## src/rtl/chg_guard_pkg.sv

```systemverilog
package chg_guard_pkg;

    typedef enum logic [1:0] {
        SW_OFF  = 2'd0,
        SW_RAMP = 2'd1,
        SW_ON   = 2'd2
    } sw_state_e;

    // Synchronized monitor flags, MSB first
    typedef struct packed {
        logic por;
        logic en_n;
        logic in_ovp;
        logic bat_ovp;
        logic ocp;
        logic ot_hot;
        logic ot_cool;
    } mon_flags_t;

    localparam int FLAG_W = $bits(mon_flags_t);

    // Reset view: supply assumed low, block disabled, no comparator active
    localparam mon_flags_t FLAG_RST = '{por: 1'b1, en_n: 1'b1, in_ovp: 1'b0,
                                        bat_ovp: 1'b0, ocp: 1'b0,
                                        ot_hot: 1'b0, ot_cool: 1'b0};

    // Blanked channels
    localparam int NCH    = 2;
    localparam int CH_BAT = 0;
    localparam int CH_OCP = 1;

    function automatic logic fault_any(input mon_flags_t s,
                                       input logic [NCH-1:0] qual,
                                       input logic hot,
                                       input logic [NCH-1:0] locked);
        return s.in_ovp | (|qual) | hot | (|locked);
    endfunction

endpackage

```

## src/rtl/chg_sync.sv

```systemverilog
module chg_sync #(
    parameter int WIDTH  = 1,
    parameter int STAGES = 2,
    parameter logic [WIDTH-1:0] RST_VAL = '0
) (
    input  logic             clk,
    input  logic             rst,
    input  logic [WIDTH-1:0] d_i,
    output logic [WIDTH-1:0] q_o
);

    logic [STAGES-1:0][WIDTH-1:0] stage;

    always_ff @(posedge clk) begin
        if (rst) begin
            for (int i = 0; i < STAGES; i++) stage[i] <= RST_VAL;
        end else begin
            stage[0] <= d_i;
            for (int i = 1; i < STAGES; i++) stage[i] <= stage[i-1];
        end
    end

    assign q_o = stage[STAGES-1];

endmodule

```

## src/rtl/chg_blank.sv

```systemverilog
module chg_blank #(
    parameter int BLANK_CYC = 4
) (
    input  logic clk,
    input  logic rst,
    input  logic clr,
    input  logic flag_i,
    output logic fire_o,
    output logic qual_o
);

    localparam int CW = $clog2(BLANK_CYC + 1);
    localparam logic [CW-1:0] LAST = CW'(BLANK_CYC - 1);

    logic [CW-1:0] cnt;
    logic          qual_q;

    // One-cycle pulse on the edge at which the window completes
    assign fire_o = flag_i & ~qual_q & (cnt == LAST);
    assign qual_o = qual_q;

    always_ff @(posedge clk) begin
        if (rst || clr || !flag_i) begin
            cnt    <= '0;
            qual_q <= 1'b0;
        end else if (!qual_q) begin
            if (fire_o) qual_q <= 1'b1;
            cnt <= cnt + 1'b1;
        end
    end

endmodule

```

## src/rtl/chg_lock.sv

```systemverilog
module chg_lock #(
    parameter int LIMIT = 16
) (
    input  logic clk,
    input  logic rst,
    input  logic clr,
    input  logic inc,
    output logic locked_o
);

    localparam int LW = $clog2(LIMIT + 1);
    localparam logic [LW-1:0] LIMIT_V = LW'(LIMIT);

    logic [LW-1:0] cnt;

    assign locked_o = (cnt == LIMIT_V);

    always_ff @(posedge clk) begin
        if (rst || clr)               cnt <= '0;
        else if (inc && !locked_o)    cnt <= cnt + 1'b1;
    end

endmodule

```

## src/rtl/chg_guard_seq.sv

```systemverilog
module chg_guard_seq
    import chg_guard_pkg::*;
#(
    parameter int SETTLE_CYC  = 500000,
    parameter int BLANK_CYC   = 9000,
    parameter int LOCK_EVENTS = 16,
    parameter int SYNC_STAGES = 2
) (
    input  logic clk,
    input  logic rst,
    input  logic por_low_i,
    input  logic en_n_i,
    input  logic in_ovp_i,
    input  logic bat_ovp_i,
    input  logic ocp_i,
    input  logic ot_hot_i,
    input  logic ot_cool_i,
    input  logic ss_done_i,
    output logic sw_en_o,
    output logic ss_req_o,
    output logic sw_on_o,
    output logic fast_off_o,
    output logic fault_n_o
);

    localparam int SW = $clog2(SETTLE_CYC + 1);
    localparam logic [SW-1:0] SETTLE_LAST = SW'(SETTLE_CYC - 1);

    // ---------------- input synchronization ----------------
    mon_flags_t        raw_flags, s_flags;
    logic [FLAG_W-1:0] s_vec;

    assign raw_flags = '{por: por_low_i, en_n: en_n_i, in_ovp: in_ovp_i,
                         bat_ovp: bat_ovp_i, ocp: ocp_i,
                         ot_hot: ot_hot_i, ot_cool: ot_cool_i};

    chg_sync #(
        .WIDTH   (FLAG_W),
        .STAGES  (SYNC_STAGES),
        .RST_VAL (FLAG_RST)
    ) u_sync (
        .clk (clk),
        .rst (rst),
        .d_i (raw_flags),
        .q_o (s_vec)
    );

    assign s_flags = mon_flags_t'(s_vec);

    logic s_por, s_en_n, s_in_ovp;
    assign s_por    = s_flags.por;
    assign s_en_n   = s_flags.en_n;
    assign s_in_ovp = s_flags.in_ovp;

    // ---------------- power-up settle timer ----------------
    logic [SW-1:0] settle_cnt;
    logic          settled;

    always_ff @(posedge clk) begin
        if (rst || s_por) begin
            settle_cnt <= '0;
            settled    <= 1'b0;
        end else if (!settled) begin
            settled    <= (settle_cnt == SETTLE_LAST);
            settle_cnt <= settle_cnt + 1'b1;
        end
    end

    // ---------------- blanked channels with lockout ----------------
    logic [NCH-1:0] ch_flag, ch_fire, ch_qual, ch_clr, ch_lock;

    assign ch_flag[CH_BAT] = s_flags.bat_ovp;
    assign ch_flag[CH_OCP] = s_flags.ocp;
    assign ch_clr[CH_BAT]  = s_por;             // power cycle only
    assign ch_clr[CH_OCP]  = s_por | s_en_n;    // power cycle or disable

    for (genvar c = 0; c < NCH; c++) begin : g_ch
        chg_blank #(.BLANK_CYC(BLANK_CYC)) u_blank (
            .clk    (clk),
            .rst    (rst),
            .clr    (s_por),
            .flag_i (ch_flag[c]),
            .fire_o (ch_fire[c]),
            .qual_o (ch_qual[c])
        );
        chg_lock #(.LIMIT(LOCK_EVENTS)) u_lock (
            .clk      (clk),
            .rst      (rst),
            .clr      (ch_clr[c]),
            .inc      (ch_fire[c]),
            .locked_o (ch_lock[c])
        );
    end

    // ---------------- over-temperature hysteresis ----------------
    logic hot_q;

    always_ff @(posedge clk) begin
        if (rst || s_por)          hot_q <= 1'b0;
        else if (s_flags.ot_hot)   hot_q <= 1'b1;
        else if (s_flags.ot_cool)  hot_q <= 1'b0;
    end

    // ---------------- switch sequencer ----------------
    logic      fault, run_ok;
    sw_state_e state_q, state_d;

    assign fault  = fault_any(s_flags, ch_qual, hot_q, ch_lock);
    assign run_ok = settled & ~s_en_n & ~s_por & ~fault;

    always_comb begin
        state_d = state_q;
        unique case (state_q)
            SW_OFF:  if (run_ok) state_d = SW_RAMP;
            SW_RAMP: if (!run_ok) state_d = SW_OFF;
                     else if (ss_done_i) state_d = SW_ON;
            SW_ON:   if (!run_ok) state_d = SW_OFF;
            default: state_d = SW_OFF;
        endcase
    end

    logic fault_n_q, fast_q;

    always_ff @(posedge clk) begin
        if (rst) begin
            state_q   <= SW_OFF;
            fault_n_q <= 1'b1;
            fast_q    <= 1'b0;
        end else begin
            state_q   <= state_d;
            fault_n_q <= ~fault;
            fast_q    <= s_in_ovp;
        end
    end

    assign sw_en_o    = (state_q != SW_OFF);
    assign ss_req_o   = (state_q == SW_RAMP);
    assign sw_on_o    = (state_q == SW_ON);
    assign fault_n_o  = fault_n_q;
    assign fast_off_o = fast_q;

endmodule

```

## config.mk

```make
export PLATFORM = sky130hd
export DESIGN_NAME = chg_guard_seq
export DESIGN_NICKNAME = d
export VERILOG_FILES = /design/src/rtl/chg_guard_pkg.sv /design/src/rtl/chg_sync.sv /design/src/rtl/chg_blank.sv /design/src/rtl/chg_lock.sv /design/src/rtl/chg_guard_seq.sv
export SDC_FILE = /design/constraint.sdc
export NUM_CORES = 1
export LEC_CHECK = 0
export ABC_AREA = 1
export CAP_MARGIN = 20
export CORE_MARGIN = 2
export CORE_UTILIZATION = 55
export DETAILED_ROUTE_END_ITERATION = 10
export PLACE_DENSITY = 0.76
export SYNTH_ARGS = -nofsm -noshare
export SYNTH_HDL_FRONTEND = slang
export SYNTH_SLANG_ARGS = --single-unit
```

## constraint.sdc

```tcl
create_clock -name clk -period 1.51 [get_ports clk]
set_clock_uncertainty 0.15 [all_clocks]
set_input_delay 0.302 -clock clk [delete_from_list [all_inputs] [get_ports clk]]
set_output_delay 0.302 -clock clk [all_outputs]
set_load 0.02 [all_outputs]
```

# After elaboration in Yosys (flattened, before gate mapping)
# Index checks and enable logic that the tools add are counted.
[word_totals]
regBits = 79
latch_bits = 0
ramBits = 0
rom_bits = 0
in_bits = 10
out_inout_bits = 5
word_cells = 73
memories = 0
[op_classes]
n_addsub = 5
mul = 0
div_mod_pow = 0
order_cmp = 0
n_eq_ne = 10
shifts = 0
mux = 12
n_bitwise = 16
reduce_logical = 16
[ops]
columns = ["cell", "n"]
rows = [
  ["adder 14 x 1 -> 14 bit, second input constant", 2],
  ["equality test 14 bit, second input constant", 2],
  ["adder 19 x 1 -> 19 bit, second input constant", 1],
  ["equality test 19 bit, second input constant", 1],
  ["adder 5 x 1 -> 5 bit, second input constant", 2],
  ["equality test 5 bit, second input constant", 2],
  ["two-way mux 2 bit", 4],
  ["bitwise AND 1 bit", 7],
  ["two-way mux 1 bit", 7],
  ["one-hot mux 2 bit (3 select lines)", 1],
  ["inverter 1 bit", 5],
  ["logical NOT 1 bit", 4],
  ["logical OR 1 bit", 4],
  ["!= test 2 bit, second input constant", 2],
  ["OR 1 bit", 4],
  ["nonzero test 2 bit", 2],
  ["OR reduction 2 bit", 2],
  ["!= test 3 bit, second input constant", 1],
  ["AND reduction 3 bit", 1],
  ["equality test 2 x 1 -> 1 bit, second input constant", 1],
  ["equality test 2 bit, second input constant", 1],
  ["logical AND 1 bit", 2],
  ["logical NOT 2 bit", 1],
]

# Longest topological paths before layout
[depth]
depth_word = 8
ltp_mapped = 10
ltp_nobuf = 10

# Hierarchy
# From an unflattened synthesis, not the netlist that was laid out.
[unflattened]
hier_cells = 559
hier_area_um2 = 3773.6
[modules_own_cells]
columns = ["mod", "instances", "cells_per_inst", "area_per_inst_um2", "seq_area_each_um2"]
rows = [
  ["chg_blank", 2, 116, 773.2, 300.3],
  ["chg_guard_seq", 1, 194, 1243.7, 500.5],
  ["chg_lock", 2, 41, 265.3, 100.1],
  ["chg_sync", 1, 51, 452.9, 280.3],
]

# Worst setup path before layout
# OpenSTA, ideal clock, no wires.
[synth_path]
kind = "register to register"
from = "reg g_ch[1].u_blank.cnt[0]"
to = "reg g_ch[1].u_blank.cnt[10]"
setup_time_ns = 0.120
arrival_ns = 1.149
t_required_ns = 1.240
slack_ns = 0.092
stages_incl_launch_ff = 9
n_path_buf = 0
synth_period_minus_slack_ns = 1.418
path_cell_list = "dfxtp_1 ha_1 nand2_1 nor2_2 nand2_2 nor3_4 nand2_1 nand2_1 a21oi_1"
[synth_between]
elab_chain_cells = 1
[synth_lines]
columns = ["item", "line_no", "rtl"]
rows = [
  ["start: declaration", "chg_blank.sv:15", "logic [CW-1:0] cnt;"],
  ["start signal: assignment", "chg_blank.sv:28", "cnt <= cnt + 1'b1;"],
  ["adder 14 x 1 -> 14 bit", "chg_blank.sv:28", ""],
]
# No other way between the ends.
# A chain may end at the register's enable or synchronous reset.

# Final worst setup path
[layout_path]
from = "reg settle_cnt[0]"
to = "reg settle_cnt[16]"
[layout_between]
elab_chain_cells = 1
[layout_lines]
columns = ["item", "line_no", "rtl"]
rows = [
  ["start: declaration", "chg_guard_seq.sv:56", "logic [SW-1:0] settle_cnt;"],
  ["start signal: assignment", "chg_guard_seq.sv:65", "settle_cnt <= settle_cnt + 1'b1;"],
  ["adder 19 x 1 -> 19 bit", "chg_guard_seq.sv:65", ""],
]
# No other way between the ends.

==> flow_summary_export.csv <==
group,metric,value,unit
grt,overflow,0,
routing,firstDrtPassIters,6,
worst_setup_path,crit_family,"simple AND/OR/NAND/NOR gates",
clock_network,insertion_delay,0.35,ns
layout,drive_above_1_share,0.266,
pwr,pwr-share-clk,0.447,
routing,wl_per_cell,12.5,um
synth,synth_area_leaders,"dfxtp_1 (41%), nand2_1 (11%), nor2_1 (8.7%)",
synth,postSynthAreaPerCell,6.90,um2
routing,antenna_left,0,
floorplan,ios,15,
grt,grt_pass1_wl,14000,um
grt,antenna_found_initial,0,
routing,drtIter0Drc,225,
synth,syn_area,3820,um2
clock_network,cts_buffer_depth,2,
clock_network,clk_pin_slew,0.08,ns
synth,syn-num-nets,571,
sta,fin_setup_tns,0,ns
pwr,comb_power_share,0.021,
floorplan,initial_utilization,0.565,
placed_design,pre_cts_ws,-0.175,ns
sta,setup_viol,0,
worst_setup_path,worstSetupPathType,"flop to flop",
worst_setup_path,crit_path_top_delay_cell,"dfxtp_4",
clock_network,cts_tree,"built",
floorplan,rows,30,
synth,async_flop_share,0,
routing,drt-total-wl,8750,um
floorplan,coreArea,6760,um2
sta,max_freq,0.674,GHz
pwr,pwr-share-seq,0.532,
synth,netlist.area_leader.share,0.414,
clock_network,cts_buffers,9,
floorplan,dieArea,7630,um2
pwr,peakVddDrop,0.723,mV
synth,ys_types,31,
floorplan,dieWidth,87.3,um
placed_design,portBuffers,14,
placed_design,gp_congestion,0.857,
layout,nNetsFinal,633,
worst_setup_path,slowest_delay,0.38,ns
routing,vias,3710,
pwr,switching_share,0.212,
worst_setup_path,worstSetupStartpointType,"flop",
synth,synth_edf_count,0,
clock_network,cts-root-buf,"clkbuf_8",
synth,yosysTopAreaCell,"dfxtp_1",
sta,drv_slew,0,
routing,remaining_drc_errors,0,
grt,grt_max_degree,17,
synth,synth-seq-cells,79,
grt,track_usage,0.230,
job,maxCapViolations,0,
synth,synth_top_flop_cell,"dfxtp_1",
sta,fin_ws,0.0258,ns
worst_setup_path,cp.arrival,1.59,ns
pwr,leakagePower,1.76,nW
worst_setup_path,crit_top_cell,"nor2_4",
synth,ys.warnings.count,0,
clock_network,htree_levels,3,
clock_network,cts_sinks,79,
worst_setup_path,crit_chain,"ha_4 -> nand3_4 -> nor2_4 -> nand2_4 -> nor2_4 -> nand3_2 -> nor2_2 -> nor2_1",
layout,fin_area,4850,um2
run_status,status,"completed",
synth,ys_seq_area_frac,0.414,
worst_hold_path,hold_path.class,"flop to flop",
worst_setup_path,cp.required,1.61,ns
sta,min_period,1.48,ns
layout,syn2layout_area_growth,26.9,%
worst_setup_path,path_buf_inv,0,
pwr,net-switching-power,0.000839,W
pwr,power_density,817,nW/um2
grt,grt_pass1_vias,3356,
sta,post-route-period-util,0.983,
routing,vias_per_cell,5.29,
synth,syn_inst,554,
layout,n_antenna_cell,0,
floorplan,die_y,87.3,um
worst_setup_path,end_kind,"flop",
placed_design,hpwlAfterDp,5960,um
placed_design,placed_cell_area,4250,um2
worst_setup_path,worst-path-max-fanout,4,
sta,relSlewSlack,0.752,
layout,finish.utilization,0.718,
sta,hold_slack,0.254,ns
sta,hold_viol_final,0,
sta,rsz0062_at_grt,"yes",
pwr,p_int,0.00312,W
sta,worst_slew_pin_slew,0.369,ns
-- power by group through the flow --
stage	clock (W)	combinational [W]	sequential, W
2_1_floorplan	0	0.0000366	0.00216
3_3_place_gp	0	0.0000810	0.00216
3_5_place_dp	0	0.0000832	0.00216
4_1_cts	0.00181	0.0000830	0.00211
5_1_grt	0.00189	0.0000943	0.00211
6_report	0.00177	0.0000848	0.00211
-- final timing paths --
check | cells after the start | from | slack, ns | endpoint
setup / recovery | 8 | settle_cnt[0] | 0.03 | settle_cnt[16]
hold / removal | 2 | u_sync.stage[4] | 0.25 | u_sync.q_o[4]
setup reg to reg | 8 | settle_cnt[0] | 0.03 | settle_cnt[16]
hold reg to reg | 2 | u_sync.stage[4] | 0.25 | u_sync.q_o[4]
-- flip-flops by register name, summed over array words and instances, names as in the netlist --
register and flops:
g_ch.u_blank.qual_o 2, g_ch.u_blank.cnt 28, fault_n_o 1, u_sync.q_o 7, fast_off_o 1, state_q 2, hot_q 1, u_sync.stage 7
settle_cnt 19, g_ch.u_lock.cnt 10, settled 1
-- per-layer routing --
layer  part of all wire  GRT usage  wire length [um]
met4              0.016     0.0713               143
met3              0.051     0.0701               446
met2               0.48      0.384              4230
met5                  0          0                 0
met1               0.45      0.285              3930
-- final cells by class --
type | instances | area, um2
multi-input combinational | 380 | 2110
fill | 492 | 1910
sequential | 79 | 1610
timing repair buffer | 56 | 467
inverter | 90 | 339
clock buffer | 10 | 138
tap | 80 | 100
clock inverter | 6 | 91.3
-- cells in the final DEF, fill, tap and decap left out, drive strengths merged, types with 10 or more instances in the layout --
| cell type | netlist | final |
|---|---|---|
| nor2 | 110 | 110 |
| nand2 | 119 | 119 |
| a21oi | 39 | 39 |
| buf | 4 | 45 |
| clkbuf | 1 | 10 |
| nand4 | 16 | 16 |
| nor3 | 17 | 17 |
| nand3 | 38 | 38 |
| inv | 88 | 89 |
| dfxtp | 79 | 79 |
| o21ai | 17 | 17 |
-- synthesized netlist by cell type (all sizes together), types with 5 or more instances --
library cell and number:
nand4 16, a21oi 39, o21ai 17, nand3 38
nor3 17, inv 88, nor2 110, or2 5
nand2 119, dfxtp 79, ha 7
-- cells by family (layout without fill, tap and decap cells) --
kind of cell / after synthesis / count (layout) / share of synthesized area
XOR/XNOR: 5 / 5 / 0.0115
adder cells (fa/ha/maj): 7 / 7 / 0.0229
buffers and inverters: 95 / 162 / 0.0966
AO/OA/AOI/OAI: 59 / 59 / 0.0789
AND/OR/NAND/NOR: 309 / 309 / 0.376
flip-flops: 79 / 79 / 0.414
-- worst register-to-register path, cell delays in order, from the launching register on --
cell     delay (ns)
dfxtp_4        0.38
ha_4           0.17
nand3_4        0.09
nor2_4         0.14
nand2_4        0.07
nor2_4         0.14
nand3_2        0.09
nor2_2         0.11
nor2_1         0.05
-- timing repair --
action | CTS | global route
gates resized for setup | 27 | 71
setup buffers | 3 | 10
hold buffers | 0 | 0
pin swaps | 6 | 34
setup endpoints to repair | 12 | 38
-- metrics by stage --
step | cells | power (W)
detailed placement | 672 | 0.00224
global route | 701 | 0.00410
CTS | 691 | 0.00400
floorplan | 554 | 0.00219
finish | 701 | 0.00396
global placement | 672 | 0.00224
Note: power is estimated with default switching activity, not from simulation.
